## src/rtl/pin_irq_pkg.sv

```systemverilog
package pin_irq_pkg;
  localparam int unsigned OFF_MODE = 32'h00;
  localparam int unsigned OFF_REN  = 32'h04;
  localparam int unsigned OFF_RSET = 32'h08;
  localparam int unsigned OFF_RCLR = 32'h0C;
  localparam int unsigned OFF_FEN  = 32'h10;
  localparam int unsigned OFF_FSET = 32'h14;
  localparam int unsigned OFF_FCLR = 32'h18;
  localparam int unsigned OFF_STAT = 32'h1C;
endpackage

```

## src/rtl/pin_irq_sync.sv

```systemverilog
module pin_irq_sync #(
  parameter int NPINS  = 8,
  parameter int STAGES = 2
) (
  input  logic             clk,
  input  logic             rst_n,
  input  logic [NPINS-1:0] pins_i,
  output logic [NPINS-1:0] lvl_o,
  output logic [NPINS-1:0] rise_o,
  output logic [NPINS-1:0] fall_o
);
  logic [STAGES-1:0][NPINS-1:0] stg_q, stg_d;
  logic [NPINS-1:0]             prev_q;

  always_comb begin
    stg_d = {stg_q[STAGES-2:0], pins_i};
  end

  always_ff @(posedge clk or negedge rst_n) begin
    if (!rst_n) begin
      stg_q  <= '0;
      prev_q <= '0;
    end else begin
      stg_q  <= stg_d;
      prev_q <= stg_q[STAGES-1];
    end
  end

  assign lvl_o  = stg_q[STAGES-1];
  assign rise_o = lvl_o & ~prev_q;
  assign fall_o = ~lvl_o & prev_q;
endmodule

```

## src/rtl/pin_irq_regs.sv

```systemverilog
module pin_irq_regs #(
  parameter int NPINS = 8,
  parameter int DW    = 32,
  parameter int AW    = 5
) (
  input  logic             clk,
  input  logic             rst_n,
  input  logic             wr_i,
  input  logic [AW-1:0]    addr_i,
  input  logic [DW-1:0]    wdata_i,
  output logic [NPINS-1:0] mode_o,
  output logic [NPINS-1:0] ren_o,
  output logic [NPINS-1:0] fen_o,
  output logic [NPINS-1:0] clr_o
);
  import pin_irq_pkg::*;

  logic [NPINS-1:0] wd;
  logic             w_mode, w_ren, w_rset, w_rclr, w_fen, w_fset, w_fclr, w_stat;
  logic [NPINS-1:0] mode_q, ren_q, fen_q;
  logic [NPINS-1:0] ren_d, fen_d;
  logic             ren_en, fen_en;

  assign wd     = wdata_i[NPINS-1:0];
  assign w_mode = wr_i && (addr_i == AW'(OFF_MODE));
  assign w_ren  = wr_i && (addr_i == AW'(OFF_REN));
  assign w_rset = wr_i && (addr_i == AW'(OFF_RSET));
  assign w_rclr = wr_i && (addr_i == AW'(OFF_RCLR));
  assign w_fen  = wr_i && (addr_i == AW'(OFF_FEN));
  assign w_fset = wr_i && (addr_i == AW'(OFF_FSET));
  assign w_fclr = wr_i && (addr_i == AW'(OFF_FCLR));
  assign w_stat = wr_i && (addr_i == AW'(OFF_STAT));

  always_comb begin
    ren_en = w_ren | w_rset | w_rclr;
    if (w_ren)       ren_d = wd;
    else if (w_rset) ren_d = ren_q | wd;
    else             ren_d = ren_q & ~wd;

    fen_en = w_fen | w_fset | w_fclr | w_stat;
    if (w_fen)       fen_d = wd;
    else if (w_fset) fen_d = fen_q | wd;
    else if (w_fclr) fen_d = fen_q & ~wd;
    else             fen_d = fen_q ^ (wd & mode_q);
  end

  always_ff @(posedge clk or negedge rst_n) begin
    if (!rst_n) begin
      mode_q <= '0;
      ren_q  <= '0;
      fen_q  <= '0;
    end else begin
      if (w_mode) mode_q <= wd;
      if (ren_en) ren_q  <= ren_d;
      if (fen_en) fen_q  <= fen_d;
    end
  end

  assign mode_o = mode_q;
  assign ren_o  = ren_q;
  assign fen_o  = fen_q;
  assign clr_o  = w_stat ? wd : '0;

  p_direct_load_r2: assert property (@(posedge clk) disable iff (!rst_n)
    w_ren |=> (ren_q == $past(wd)));
  p_set_alias_r3: assert property (@(posedge clk) disable iff (!rst_n)
    w_rset |=> (((ren_q & $past(wd)) == $past(wd)) &&
                ((ren_q & ~$past(wd)) == ($past(ren_q) & ~$past(wd)))));
  p_clr_alias_r3: assert property (@(posedge clk) disable iff (!rst_n)
    w_rclr |=> (((ren_q & $past(wd)) == '0) &&
                ((ren_q & ~$past(wd)) == ($past(ren_q) & ~$past(wd)))));
  p_fclr_alias_r4: assert property (@(posedge clk) disable iff (!rst_n)
    w_fclr |=> ((fen_q & $past(wd)) == '0));
  p_level_flip_r10: assert property (@(posedge clk) disable iff (!rst_n)
    w_stat |=> (fen_q == ($past(fen_q) ^ ($past(wd) & $past(mode_q)))));
endmodule

```

## src/rtl/pin_irq_detect.sv

```systemverilog
module pin_irq_detect #(
  parameter int NPINS = 8
) (
  input  logic             clk,
  input  logic             rst_n,
  input  logic [NPINS-1:0] mode_i,
  input  logic [NPINS-1:0] ren_i,
  input  logic [NPINS-1:0] fen_i,
  input  logic [NPINS-1:0] clr_i,
  input  logic [NPINS-1:0] lvl_i,
  input  logic [NPINS-1:0] rise_i,
  input  logic [NPINS-1:0] fall_i,
  output logic [NPINS-1:0] stat_o
);
  for (genvar i = 0; i < NPINS; i++) begin : g_pin
    logic lat_q, lat_d, lat_en, hit, lvl_hit;

    always_comb begin
      hit     = (rise_i[i] & ren_i[i]) | (fall_i[i] & fen_i[i]);
      lat_d   = mode_i[i] ? 1'b0 : ((lat_q & ~clr_i[i]) | hit);
      lat_en  = mode_i[i] | hit | clr_i[i];
      lvl_hit = ren_i[i] & ~(lvl_i[i] ^ fen_i[i]);
    end

    always_ff @(posedge clk or negedge rst_n) begin
      if (!rst_n)      lat_q <= 1'b0;
      else if (lat_en) lat_q <= lat_d;
    end

    assign stat_o[i] = mode_i[i] ? lvl_hit : lat_q;

    p_edge_latch_r5: assert property (@(posedge clk) disable iff (!rst_n)
      (!mode_i[i] && rise_i[i] && ren_i[i]) |=> lat_q);
    p_edge_hold_r7: assert property (@(posedge clk) disable iff (!rst_n)
      (!mode_i[i] && lat_q && !clr_i[i]) |=> lat_q);
    p_new_edge_wins_r8: assert property (@(posedge clk) disable iff (!rst_n)
      (!mode_i[i] && clr_i[i] && ((rise_i[i] && ren_i[i]) || (fall_i[i] && fen_i[i])))
      |=> lat_q);
    p_level_gate_r9: assert property (@(posedge clk) disable iff (!rst_n)
      (mode_i[i] && !ren_i[i]) |-> !stat_o[i]);
  end
endmodule

```

## src/rtl/pin_irq_ctrl.sv

```systemverilog
module pin_irq_ctrl #(
  parameter int NPINS = 8,
  parameter int DW    = 32,
  parameter int AW    = 5
) (
  input  logic             clk,
  input  logic             rst_n,
  input  logic [NPINS-1:0] pins_i,
  input  logic [AW-1:0]    addr_i,
  input  logic             wr_i,
  input  logic [DW-1:0]    wdata_i,
  output logic [DW-1:0]    rdata_o,
  output logic [NPINS-1:0] irq_o
);
  import pin_irq_pkg::*;

  logic [NPINS-1:0] mode, ren, fen, clr, lvl, rise, fall, stat;

  pin_irq_sync #(.NPINS(NPINS), .STAGES(2)) u_sync (
    .clk(clk), .rst_n(rst_n), .pins_i(pins_i),
    .lvl_o(lvl), .rise_o(rise), .fall_o(fall)
  );

  pin_irq_regs #(.NPINS(NPINS), .DW(DW), .AW(AW)) u_regs (
    .clk(clk), .rst_n(rst_n), .wr_i(wr_i), .addr_i(addr_i), .wdata_i(wdata_i),
    .mode_o(mode), .ren_o(ren), .fen_o(fen), .clr_o(clr)
  );

  pin_irq_detect #(.NPINS(NPINS)) u_det (
    .clk(clk), .rst_n(rst_n), .mode_i(mode), .ren_i(ren), .fen_i(fen),
    .clr_i(clr), .lvl_i(lvl), .rise_i(rise), .fall_i(fall), .stat_o(stat)
  );

  always_comb begin
    rdata_o = '0;
    if      (addr_i == AW'(OFF_MODE)) rdata_o = DW'(mode);
    else if (addr_i == AW'(OFF_REN) || addr_i == AW'(OFF_RSET) ||
             addr_i == AW'(OFF_RCLR)) rdata_o = DW'(ren);
    else if (addr_i == AW'(OFF_FEN) || addr_i == AW'(OFF_FSET) ||
             addr_i == AW'(OFF_FCLR)) rdata_o = DW'(fen);
    else if (addr_i == AW'(OFF_STAT)) rdata_o = DW'(stat);
  end

  assign irq_o = stat;
endmodule

```

## config.mk

```make
export PLATFORM = sky130hd
export DESIGN_NAME = pin_irq_ctrl
export DESIGN_NICKNAME = d
export VERILOG_FILES = /design/src/rtl/pin_irq_pkg.sv /design/src/rtl/pin_irq_sync.sv /design/src/rtl/pin_irq_regs.sv /design/src/rtl/pin_irq_detect.sv /design/src/rtl/pin_irq_ctrl.sv
export SDC_FILE = /design/constraint.sdc
export NUM_CORES = 1
export LEC_CHECK = 0
export BUFFER_PORTS_ARGS = -buffer_cell sky130_fd_sc_hd__buf_4
export CAP_MARGIN = 20
export CORE_MARGIN = 4
export CORE_UTILIZATION = 55
export CTS_CLUSTER_DIAMETER = 80
export CTS_CLUSTER_SIZE = 25
export DETAILED_ROUTE_END_ITERATION = 12
export HOLD_SLACK_MARGIN = 0.1
export PLACE_DENSITY = 0.95
export SYNTH_ARGS = -nofsm -noshare
export SYNTH_HDL_FRONTEND = slang
export SYNTH_SLANG_ARGS = --single-unit
```

## constraint.sdc

```tcl
create_clock -name clk -period 3.6 [get_ports clk]
set_clock_uncertainty 0.15 [all_clocks]
set_input_delay 0.36 -clock clk [delete_from_list [all_inputs] [get_ports clk]]
set_output_delay 0.36 -clock clk [all_outputs]
set_load 0.01 [all_outputs]
```

=== After elaboration in Yosys (flattened, before gate mapping) ===
Cells that the tools add are included.

* Bits in registers: 56
* Latch bits: 0
* RAM bits: 0
* ROM bits: 0
* Bits of input ports: 48
* Output and inout port bits: 40
* Logic and storage cells: 164
* Memories kept: 0

* Add/subtract/negate cells: 0
* Multiply operators: 0
* Divide/modulo/power cells: 0
* Order comparisons: 0
* Equality and inequality tests: 7
* Shift operators: 0
* Mux-type cells: 26
* Bitwise operators: 104
* Reductions and logical operators: 13

{| class="wikitable"
|+ Operator list
! cell !! number
|-
| $mux 8 || 10
|-
| $and 8x8->8 || 5
|-
| $or 1x1->1 || 37
|-
| $and 1x1->1 || 32
|-
| $not 8->8 || 3
|-
| $eq 5x5->1 const B || 4
|-
| $mux 1 || 16
|-
| $not 1->1 || 16
|-
| $or 8x8->8 || 2
|-
| $eq 5x4->1 const B || 2
|-
| $logic_and 1x1->1 || 8
|-
| $xor 1x1->1 || 8
|-
| $xor 8x8->8 || 1
|-
| $eq 5x3->1 const B || 1
|-
| $logic_not 5->1 || 1
|-
| $logic_or 1x1->1 || 4
|}

=== Logic depth before layout (Yosys ltp) ===
Gate-level depths: netlist of run 1.

* Word-level depth: 8
* Depth in mapped cells: 6
* Mapped depth without buffers: 4

=== By module ===
From an unflattened synthesis of run 1, not the netlist that was laid out.

* Cells, all modules: 289
* Area, all modules: 3047.9 um2

{| class="wikitable"
|+ By module, submodules not included
! module !! instances !! cells each !! area an instance (um2) !! sequential area each (um2)
|-
| pin_irq_regs || 1 || 111 || 1234.9 || 600.6
|-
| pin_irq_sync || 1 || 40 || 740.7 || 600.6
|-
| pin_irq_ctrl || 1 || 74 || 541.8 || 0.0
|-
| pin_irq_detect || 1 || 64 || 530.5 || 200.2
|}

=== Worst setup path after synthesis of run 1 ===
Ideal clock, no wire load.

* Kind: in2out
* Start point: input port addr_i[2]
* End point: output port rdata_o[6]
* Data arrival time: 1.467 ns
* Data required time: 3.090 ns
* Path slack: 1.623 ns
* Cell stages on the path: 6
* Path buffers: 2
* Path through: buf_6 or2_1 buf_2 o21ai_4 a211oi_1 a211o_1

* Cells in the longest elaborated chain, start to end: 6
* Elaborated cells between the ends (all ways): 16
* Classes of those cells: 7 x eq/ne; 4 x mux; 5 x reduce/logical

{| class="wikitable"
|+ RTL lines
! what !! line !! source
|-
| start: declaration || pin_irq_ctrl.sv:9 || <nowiki>input logic [AW-1:0] addr_i,</nowiki>
|-
| $eq 5x5->1 || pin_irq_ctrl.sv:39 || <nowiki>else if (addr_i == AW'(OFF_FEN) || addr_i == AW'(OFF_FSET) ||</nowiki>
|-
| $logic_or 1x1->1 (2 in a row) || pin_irq_ctrl.sv:39 ||
|-
| $mux 8 || pin_irq_ctrl.sv:39 ||
|-
| $mux 8 || pin_irq_ctrl.sv:37 || <nowiki>else if (addr_i == AW'(OFF_REN) || addr_i == AW'(OFF_RSET) ||</nowiki>
|-
| $mux 8 (*) || pin_irq_ctrl.sv:36 || <nowiki>if (addr_i == AW'(OFF_MODE)) rdata_o = DW'(mode);</nowiki>
|-
| end: declaration || pin_irq_ctrl.sv:12 || <nowiki>output logic [DW-1:0] rdata_o,</nowiki>
|}

Mark *: on every way between the ends. The rest lies on a longest branch, timed or not.

=== Final worst setup path of run 1 ===
* Start point: input port addr_i[4]
* End point: output port rdata_o[3]

The elaborated chain is that of the path after synthesis.

==> results of run 1 <==
[how the worst max path moves through the flow]
stage | start | end | slack (ps)
2_1_floorplan | addr_i[2] | rdata_o[6] | 1620
3_3_place_gp | addr_i[2] | rdata_o[6] | 1280
3_5_place_dp | addr_i[2] | rdata_o[6] | 1270
4_1_cts | addr_i[2] | rdata_o[6] | 1280
5_1_grt | addr_i[2] | rdata_o[6] | 1230
6_report | addr_i[4] | rdata_o[3] | 1240
[routing by layer]
layer	vias up	global-route usage (%)	wire, um	share of wire, %
met5	-	0	0	0
met4	0	6.93	91	1.4
met3	10	4.55	498	7.4
met2	98	36.8	3330	50
met1	1157	26.6	2760	41
li1	1075	-	-	-
[kinds of logic after synthesis]
family	Yosys count	synth area share, %
AOI/OAI and AO/OA	92	21.5
and+or+nand+nor	71	13.9
DFF	56	47.9
buffers and inverters	47	9.75
xor gates and xnor gates	9	2.69
muxes	8	4.11
other	1	0.128
[worst max-delay path: stages]
cell     delay [ps]
buf_4           180
or3_1           490
nor2_2          460
a211o_1         220
buf_4           120
[cell usage in the layout (no fill, tap or decap), types with 2 or more instances in the layout]
cell type,n
buf_4,40
clkbuf_8,5
nand2_1,25
o221ai_1,6
a22o_1,9
a22oi_1,2
mux2_4,8
nand2b_1,7
inv_1,11
dlygate4sd3_1,9
a211oi_1,8
nand3_1,8
conb_1,24
xnor2_1,8
or3_1,2
a32o_1,6
a21oi_1,16
and4b_1,2
a31oi_1,8
a211o_1,8
nand3b_1,16
nor2b_1,2
o21ai_0,26
nor2_2,2
dfrtp_1,56
[metrics by stage]
stage | worst slack, ps | util [%] | area, um2 | power (mW) | hold slack [ps]
floorplan | 1620 | - | 3010 | 1.10 | -85.6
global placement | 1280 | 61.5 | 3160 | 1.23 | 182
detailed placement | 1270 | 61.5 | 3160 | 1.25 | 189
CTS | 1280 | 65.0 | 3340 | 1.61 | 147
global route | 1230 | 65.0 | 3340 | 1.68 | 162
finish | 1240 | 65.0 | 3340 | 1.60 | 154
[area by class of cell]
| cell class | instances | area (um2) | share of cell area [%] |
|---|---|---|---|
| clock buffer | 6 | 72.6 | 2.17 |
| clock inverter | 2 | 16.3 | 0.487 |
| inverter | 11 | 41.3 | 1.24 |
| multi-input combinational | 204 | 1330 | 39.9 |
| sequential | 56 | 1400 | 41.9 |
| tap | 70 | 87.6 | 2.62 |
| timing repair buffer | 49 | 390 | 11.7 |
[power breakdown]
group | switching [mW] | total, mW | internal (mW)
Sequential | 0.115 | 0.849 | 0.734
Combinational | 0.192 | 0.404 | 0.212
Clock | 0.208 | 0.347 | 0.139
==> flow_metrics.py, run 1 <==
metrics = {
    "floorplan": {
        "dieArea_mm2": 0.00655,
        "initial_core_util_pct": 56.9,
        "die_w_um": 80.9,
        "coreArea_mm2": 0.00514,
        "row_count": 26,
        "die_y_um": 80.9,
        "pin_count": 88,
    },
    "pwr": {
        "total_leakage_power_nw": 1.55,
        "peakVddDrop_v": 0.000265,
        "power.density_mw_per_mm2": 479,
    },
    "setup_path": {
        "critPathCaptureType": "output port",
        "startpoint_type": "input port",
        "reg2reg_depth": 3,
        "regToRegSetupSlack_ps": 2330,
        "path_max_fanout": 15,
        "rr_endpoint": "u_regs.fen_o[7]",
        "r2r-start": "u_regs.fen_o[7]",
        "crit_required_ps": 3090,
        "critPathKind": "input port to output port",
        "cp.arrival_ps": 1850,
    },
    "synth": {
        "ys_ff_latch": 56,
        "ys_types": 38,
        "yosysMostFrequentCell": "dfrtp_1",
        "syn_inst": 284,
        "ys.warnings.count": 0,
        "avgSynthCellArea_um2": 10.3,
        "synth_top_cell_area_share_pct": 47.9,
        "netlist_top_cells_count": "dfrtp_1, o21ai_0, nand2_1",
        "ys_seq_area_share_pct": 47.9,
        "syn_area_mm2": 0.00293,
        "synth_edf_count": 0,
        "synth_async_sr_flop_share_pct": 100,
        "synth_ff_type": "dfrtp_1",
        "yosys.area.top_type": "dfrtp_1",
        "netlist_top_cells_area": "dfrtp_1, buf_4, o21ai_0",
    },
    "place": {
        "dp.cells": 381,
        "place_congestion": 0.788,
        "hpwl_mm": 4.47,
        "portBuffers": 39,
    },
    "global_routing": {
        "grt_pass1_vias": 2222,
        "grt-ovfl-total": 0,
        "grt_pass1_wl_mm": 10.7,
        "track_usage_pct": 21.3,
        "antenna_found_initial": 0,
        "grt_max_degree": 57,
    },
    "flow_run": {
        "drv_cap": 0,
    },
    "final_layout": {
        "areaGrowthSynthToFinish_pct": 14.2,
        "num_antenna_cells": 0,
        "layout-drive-gt1-share_pct": 18.3,
        "nNetsFinal": 375,
        "fill_cells": 405,
        "instances_no_fill": 398,
    },
    "clock_network": {
        "clk_latency_ps": 310,
        "tritoncts": "built",
        "clockBufferDepth": 2,
        "cts.clk_slew.worst_paths_ps": 100,
        "root_buffer": "clkbuf_8",
        "ctsResizeCount": 0,
        "postCtsSetupBuffers": 0,
        "h-tree-depth": 2,
        "clkSinkCount": 56,
        "cts-buffers-inserted": 5,
        "hold_buffers": 9,
    },
    "timing": {
        "drv_slew": 0,
        "max_slew_margin_pct": 53.5,
        "worst_pin_slew_ps": 698,
        "rsz0062_at_grt": "no",
        "period_share_pct": 65.6,
        "setup_violations": 0,
        "finalSetupTns_ps": 0,
        "fmax_mhz": 424,
        "min_period_ps": 2360,
        "hold_violations": 0,
    },
    "drt": {
        "wirelength_mm": 6.69,
        "drt-pass1-iter-count": 4,
        "viasPerCell": 5.88,
        "drt-initial-drc-count": 289,
        "drtAntennaViolNets": 0,
        "drc_errors": 0,
        "routedWlPerCell_um": 16.8,
        "vias": 2340,
    },
    "outcome": {
        "status": "finished clean",
    },
    "worst_hold_path": {
        "hold_start": "wdata_i[4]",
        "hold_path.class": "input port to flop",
        "hold_depth": 2,
    },
}
(Power assumes the default switching activity.)
==> run 2, diff against run 1 <==
--- a/config.mk
+++ b/config.mk
@@ -8,12 +8,12 @@
 export BUFFER_PORTS_ARGS = -buffer_cell sky130_fd_sc_hd__buf_4
 export CAP_MARGIN = 20
 export CORE_MARGIN = 4
-export CORE_UTILIZATION = 55
+export CORE_UTILIZATION = 46
 export CTS_CLUSTER_DIAMETER = 80
 export CTS_CLUSTER_SIZE = 25
 export DETAILED_ROUTE_END_ITERATION = 12
 export HOLD_SLACK_MARGIN = 0.1
-export PLACE_DENSITY = 0.95
+export PLACE_DENSITY = 0.85
 export SYNTH_ARGS = -nofsm -noshare
 export SYNTH_HDL_FRONTEND = slang
 export SYNTH_SLANG_ARGS = --single-unit
==> constraint.sdc (replaced) <==
create_clock -name clk -period 2.1 [get_ports clk]
set_clock_uncertainty 0.15 [all_clocks]
set_input_delay 0.21 -clock clk [delete_from_list [all_inputs] [get_ports clk]]
set_output_delay 0.21 -clock clk [all_outputs]
set_load 0.01 [all_outputs]
==> flow_metrics.py, run 2 (same netlist as run 1, synthesis figures left out) <==
metrics = {
    "outcome": {
        "status": "finished clean",
    },
    "final_layout": {
        "final_cell_mix": "dfrtp_1, buf_4, o21ai_0",
        "mostFrequentLayoutCell": "dfrtp_1",
        "areaGrowthSynthToFinish_pct": 21.8,
        "multi_input_area_mm2": 0.00133,
        "num_antenna_cells": 0,
        "seq_area_mm2": 0.00140,
        "nNetsFinal": 396,
        "layout-drive-gt1-share_pct": 21.5,
        "fin_util_pct": 58.8,
        "fill_cells": 524,
    },
    "setup_path": {
        "critPathCaptureType": "output port",
        "startpoint_type": "flop",
        "critPathKind": "flop to output port",
        "path_max_fanout": 7,
        "crit_required_ps": 1740,
        "regToRegSetupSlack_ps": 820,
        "reg2reg_depth": 3,
        "cp.arrival_ps": 1630,
    },
    "clock_network": {
        "cts.clk_slew.worst_paths_ps": 90,
        "cts-buffers-inserted": 5,
        "clkSinkCount": 56,
        "root_buffer": "clkbuf_8",
        "h-tree-depth": 2,
        "clockBufferDepth": 2,
        "clk_latency_ps": 310,
        "tritoncts": "built",
    },
    "timing": {
        "worst_pin_slew_ps": 716,
        "min_period_ps": 1990,
        "hold_violations": 0,
        "period_share_pct": 94.8,
        "finalSetupTns_ps": 0,
        "drv_slew": 0,
        "setup_violations": 0,
        "max_slew_margin_pct": 52.3,
        "rsz0062_at_grt": "no",
        "fmax_mhz": 502,
    },
    "floorplan": {
        "row_count": 28,
        "dieArea_mm2": 0.00770,
        "pin_count": 88,
        "initial_core_util_pct": 48.3,
        "die_y_um": 87.7,
        "die_w_um": 87.7,
        "coreArea_mm2": 0.00606,
    },
    "drt": {
        "drt-initial-drc-count": 202,
        "wirelength_mm": 7.03,
        "drt-pass1-iter-count": 5,
        "routedWlPerCell_um": 16.6,
        "drc_errors": 0,
        "drtAntennaViolNets": 0,
        "vias": 2425,
        "viasPerCell": 5.72,
    },
    "global_routing": {
        "grt_max_degree": 57,
        "track_usage_pct": 18.6,
        "antenna_found_initial": 0,
        "grt-ovfl-total": 0,
        "grt_pass1_vias": 2233,
        "grt_pass1_wl_mm": 11.1,
    },
    "pwr": {
        "internal-power_mw": 2.06,
        "p_seq_share_pct": 49.5,
        "netSwitchingPower_mw": 0.876,
        "power.density_mw_per_mm2": 825,
        "swShare_pct": 29.8,
        "comb_power_share_pct": 24.5,
        "peakVddDrop_v": 0.000571,
        "total_leakage_power_nw": 1.67,
        "clkPwrFrac_pct": 26.0,
    },
    "place": {
        "hpwl_mm": 4.80,
        "portBuffers": 39,
        "place_congestion": 0.823,
    },
    "worst_hold_path": {
        "hold_path.class": "input port to flop",
        "hold_depth": 3,
    },
    "flow_run": {
        "drv_cap": 0,
    },
}
==> run 2: worst max-delay path, cell delays in order, from the launching register on <==
cell	delay [ps]
dfrtp_2	470
xor2_1	170
o2bb2ai_1	120
nor2b_1	150
a211o_1	280
buf_4	150
==> run 2: routing by layer <==
layer  up-vias  global-route usage (%)  wire [um]
met5         -                       0          0
met4         0                    3.21         50
met3         6                    4.80        549
met2       109                    31.0       3490
met1      1193                    24.8       2940
li1       1117                       -          -
==> run 2: area by class of cell <==
type / count / area share (%)
clock inverter: 1 / 0.843
sequential: 56 / 39.4
multi-input combinational: 204 / 37.4
timing repair buffer: 70 / 15.9
inverter: 11 / 1.16
clock buffer: 7 / 2.70
tap: 75 / 2.63
==> run 2: repair_timing <==
| item | CTS | global route |
|---|---|---|
| resized for setup | 0 | 1 |
| endpoints found under the hold margin | 86 | 0 |
| hold buffers | 17 | 0 |
| setup buffers | 0 | 0 |
| endpoints found under the setup margin | 0 | 1 |
==> run 2: through the flow <==
step / setup WS, ps / hold slack (ps) / cells / total power [mW] / instance area (um2)
floorplan: 423 / -236 / 307 / 1.89 / 3010
global placement: 196 / 148 / 399 / 2.12 / 3270
detailed placement: 192 / 153 / 399 / 2.16 / 3270
CTS: 63.6 / 179 / 424 / 2.95 / 3560
global route: 43.6 / 199 / 424 / 3.10 / 3560
finish: 108 / 181 / 424 / 2.94 / 3560
==> run 2: final timing paths <==
check                                 start               end
setup / recovery            u_regs.fen_o[7]        rdata_o[7]
hold / removal                    addr_i[3]   u_regs.fen_o[3]
setup reg to reg            u_regs.fen_o[7]   u_regs.fen_o[7]
hold reg to reg            u_sync.stg_d[15]   u_sync.lvl_o[7]
max in group asynchronous             rst_n   u_regs.fen_o[7]
min in group asynchronous             rst_n  u_sync.stg_d[12]
==> run 2: power groups by stage <==
stage                     sequential [mW]  combinational, mW  clock (mW)
final                                1.45              0.719       0.765
after global routing                 1.48              0.799       0.822
after CTS                            1.45              0.724       0.779
after detailed placement             1.47              0.697           0
after global placement               1.45              0.668           0
after floorplan                      1.41              0.476           0
==> run 3, diff against run 2 <==
--- a/config.mk
+++ b/config.mk
@@ -7,13 +7,13 @@
 export LEC_CHECK = 0
 export BUFFER_PORTS_ARGS = -buffer_cell sky130_fd_sc_hd__buf_4
 export CAP_MARGIN = 20
-export CORE_MARGIN = 4
+export CORE_MARGIN = 2
 export CORE_UTILIZATION = 46
 export CTS_CLUSTER_DIAMETER = 80
 export CTS_CLUSTER_SIZE = 25
 export DETAILED_ROUTE_END_ITERATION = 12
 export HOLD_SLACK_MARGIN = 0.1
-export PLACE_DENSITY = 0.85
+export PLACE_DENSITY = 0.73
 export SYNTH_ARGS = -nofsm -noshare
 export SYNTH_HDL_FRONTEND = slang
 export SYNTH_SLANG_ARGS = --single-unit
==> flow_metrics.py, run 3 (same netlist as run 1, synthesis figures left out) <==
metrics = {
    "final_layout": {
        "nNetsFinal": 400,
        "num_antenna_cells": 0,
        "fill_cells": 576,
        "layout-drive-gt1-share_pct": 22.1,
        "final_cell_mix": "buf_4, dfrtp_1, o21ai_0",
        "mostFrequentLayoutCell": "buf_4",
        "fin_util_pct": 57.4,
        "areaGrowthSynthToFinish_pct": 22.5,
    },
    "clock_network": {
        "postCtsSetupBuffers": 0,
        "hold_buffers": 17,
        "root_buffer": "clkbuf_8",
        "cts.clk_slew.worst_paths_ps": 100,
        "ctsResizeCount": 0,
        "clkSinkCount": 56,
        "tritoncts": "built",
        "clk_latency_ps": 320,
        "cts-buffers-inserted": 5,
        "clockBufferDepth": 2,
        "h-tree-depth": 2,
    },
    "global_routing": {
        "use_met2_pct": 32.5,
        "grt_max_degree": 57,
        "use_met3_pct": 4.85,
        "antenna_found_initial": 0,
        "grt_pass1_vias": 2344,
        "track_usage_pct": 20.1,
        "grt_pass1_wl_mm": 11.2,
        "use_met1_pct": 27.6,
        "grt-ovfl-total": 0,
        "top_usage_layer": "met2",
    },
    "pwr": {
        "swShare_pct": 31.0,
        "netSwitchingPower_mw": 0.898,
        "peakVddDrop_v": 0.000499,
        "internal-power_mw": 2.00,
        "p_seq_share_pct": 50.1,
        "comb_power_share_pct": 24.4,
        "total_leakage_power_nw": 1.68,
        "clkPwrFrac_pct": 25.5,
        "power.density_mw_per_mm2": 809,
    },
    "setup_path": {
        "r2r-start": "u_regs.fen_o[7]",
        "regToRegSetupSlack_ps": 830,
        "path_max_fanout": 7,
        "crit_path_start": "u_regs.fen_o[7]",
        "critPathKind": "flop to output port",
        "startpoint_type": "flop",
        "critPathCaptureType": "output port",
        "crit_required_ps": 1740,
        "cp.arrival_ps": 1620,
        "reg2reg_depth": 3,
        "endpoint": "rdata_o[7]",
        "rr_endpoint": "u_regs.fen_o[7]",
    },
    "drt": {
        "wirelength_mm": 6.74,
        "vias": 2378,
        "viasPerCell": 5.53,
        "routedWlPerCell_um": 15.7,
        "drc_errors": 0,
        "drt-initial-drc-count": 224,
        "drt-pass1-iter-count": 4,
        "drtAntennaViolNets": 0,
    },
    "floorplan": {
        "coreArea_mm2": 0.00624,
        "initial_core_util_pct": 46.9,
        "pin_count": 88,
        "die_y_um": 83.7,
        "die_w_um": 83.7,
        "row_count": 29,
        "dieArea_mm2": 0.00701,
    },
    "timing": {
        "min_period_ps": 1980,
        "finalSetupTns_ps": 0,
        "drv_slew": 0,
        "max_slew_margin_pct": 52.4,
        "fmax_mhz": 505,
        "worst_pin_slew_ps": 714,
        "rsz0062_at_grt": "no",
        "hold_violations": 0,
        "setup_violations": 0,
        "period_share_pct": 94.3,
    },
    "place": {
        "portBuffers": 39,
        "hpwl_mm": 4.60,
        "place_congestion": 0.786,
    },
    "outcome": {
        "status": "finished clean",
    },
    "worst_hold_path": {
        "hold_path.class": "input port to flop",
    },
    "flow_run": {
        "drv_cap": 0,
    },
}
## run 3: routing by layer
layer / vias to the layer above / share of wire [%] / wire length [um]
met1: 1161 / 44 / 2990
met4: 0 / 0.83 / 56
met5: - / 0 / 0
met2: 86 / 48 / 3210
li1: 1125 / - / -
met3: 6 / 7.0 / 474
## run 3: layout make-up
| type | instances | area (um2) | share of cell area (%) |
|---|---|---|---|
| tap | 77 | 96.3 | 2.69 |
| inverter | 11 | 41.3 | 1.15 |
| multi-input combinational | 204 | 1330 | 37.1 |
| sequential | 56 | 1400 | 39.1 |
| timing repair buffer | 74 | 598 | 16.7 |
| clock buffer | 5 | 68.8 | 1.92 |
| clock inverter | 3 | 47.5 | 1.33 |
## run 3: how the worst min path moves through the flow
stage                   start                          to  cells past startpoint
floorplan               rst_n  asynchronous set/reset pin                      0
global route        addr_i[3]             u_regs.fen_o[3]                      3
detailed placement      rst_n             u_sync.lvl_o[0]                      1
CTS                 addr_i[3]             u_regs.fen_o[3]                      3
global placement        rst_n             u_sync.stg_d[8]                      1
finish              addr_i[3]             u_regs.fen_o[3]                      3
## run 3: worst max-delay path, cell delays in order (launching register included)
cell and delay (ps):
dfrtp_1 500, xor2_1 170, o2bb2ai_1 90, nor2b_1 130, a211o_1 270, buf_4 140
## run 3: per-stage QoR
| step | area (um2) | hold slack (ps) | cells | power (mW) | setup slack (ps) |
|---|---|---|---|---|---|
| finish | 3580 | 187 | 430 | 2.90 | 120 |
| CTS | 3580 | 177 | 430 | 2.91 | 126 |
| floorplan | 3010 | -236 | 307 | 1.89 | 423 |
| global route | 3580 | 199 | 430 | 3.06 | 39.9 |
| global placement | 3300 | 160 | 405 | 2.12 | 188 |
| detailed placement | 3300 | 165 | 405 | 2.16 | 170 |
## run 3: power groups by stage
stage / logic (mW) / clock network [mW] / registers (mW)
finish: 0.707 / 0.739 / 1.45
CTS: 0.713 / 0.752 / 1.45
global placement: 0.669 / 0 / 1.46
detailed placement: 0.686 / 0 / 1.47
floorplan: 0.476 / 0 / 1.41
global route: 0.784 / 0.791 / 1.48
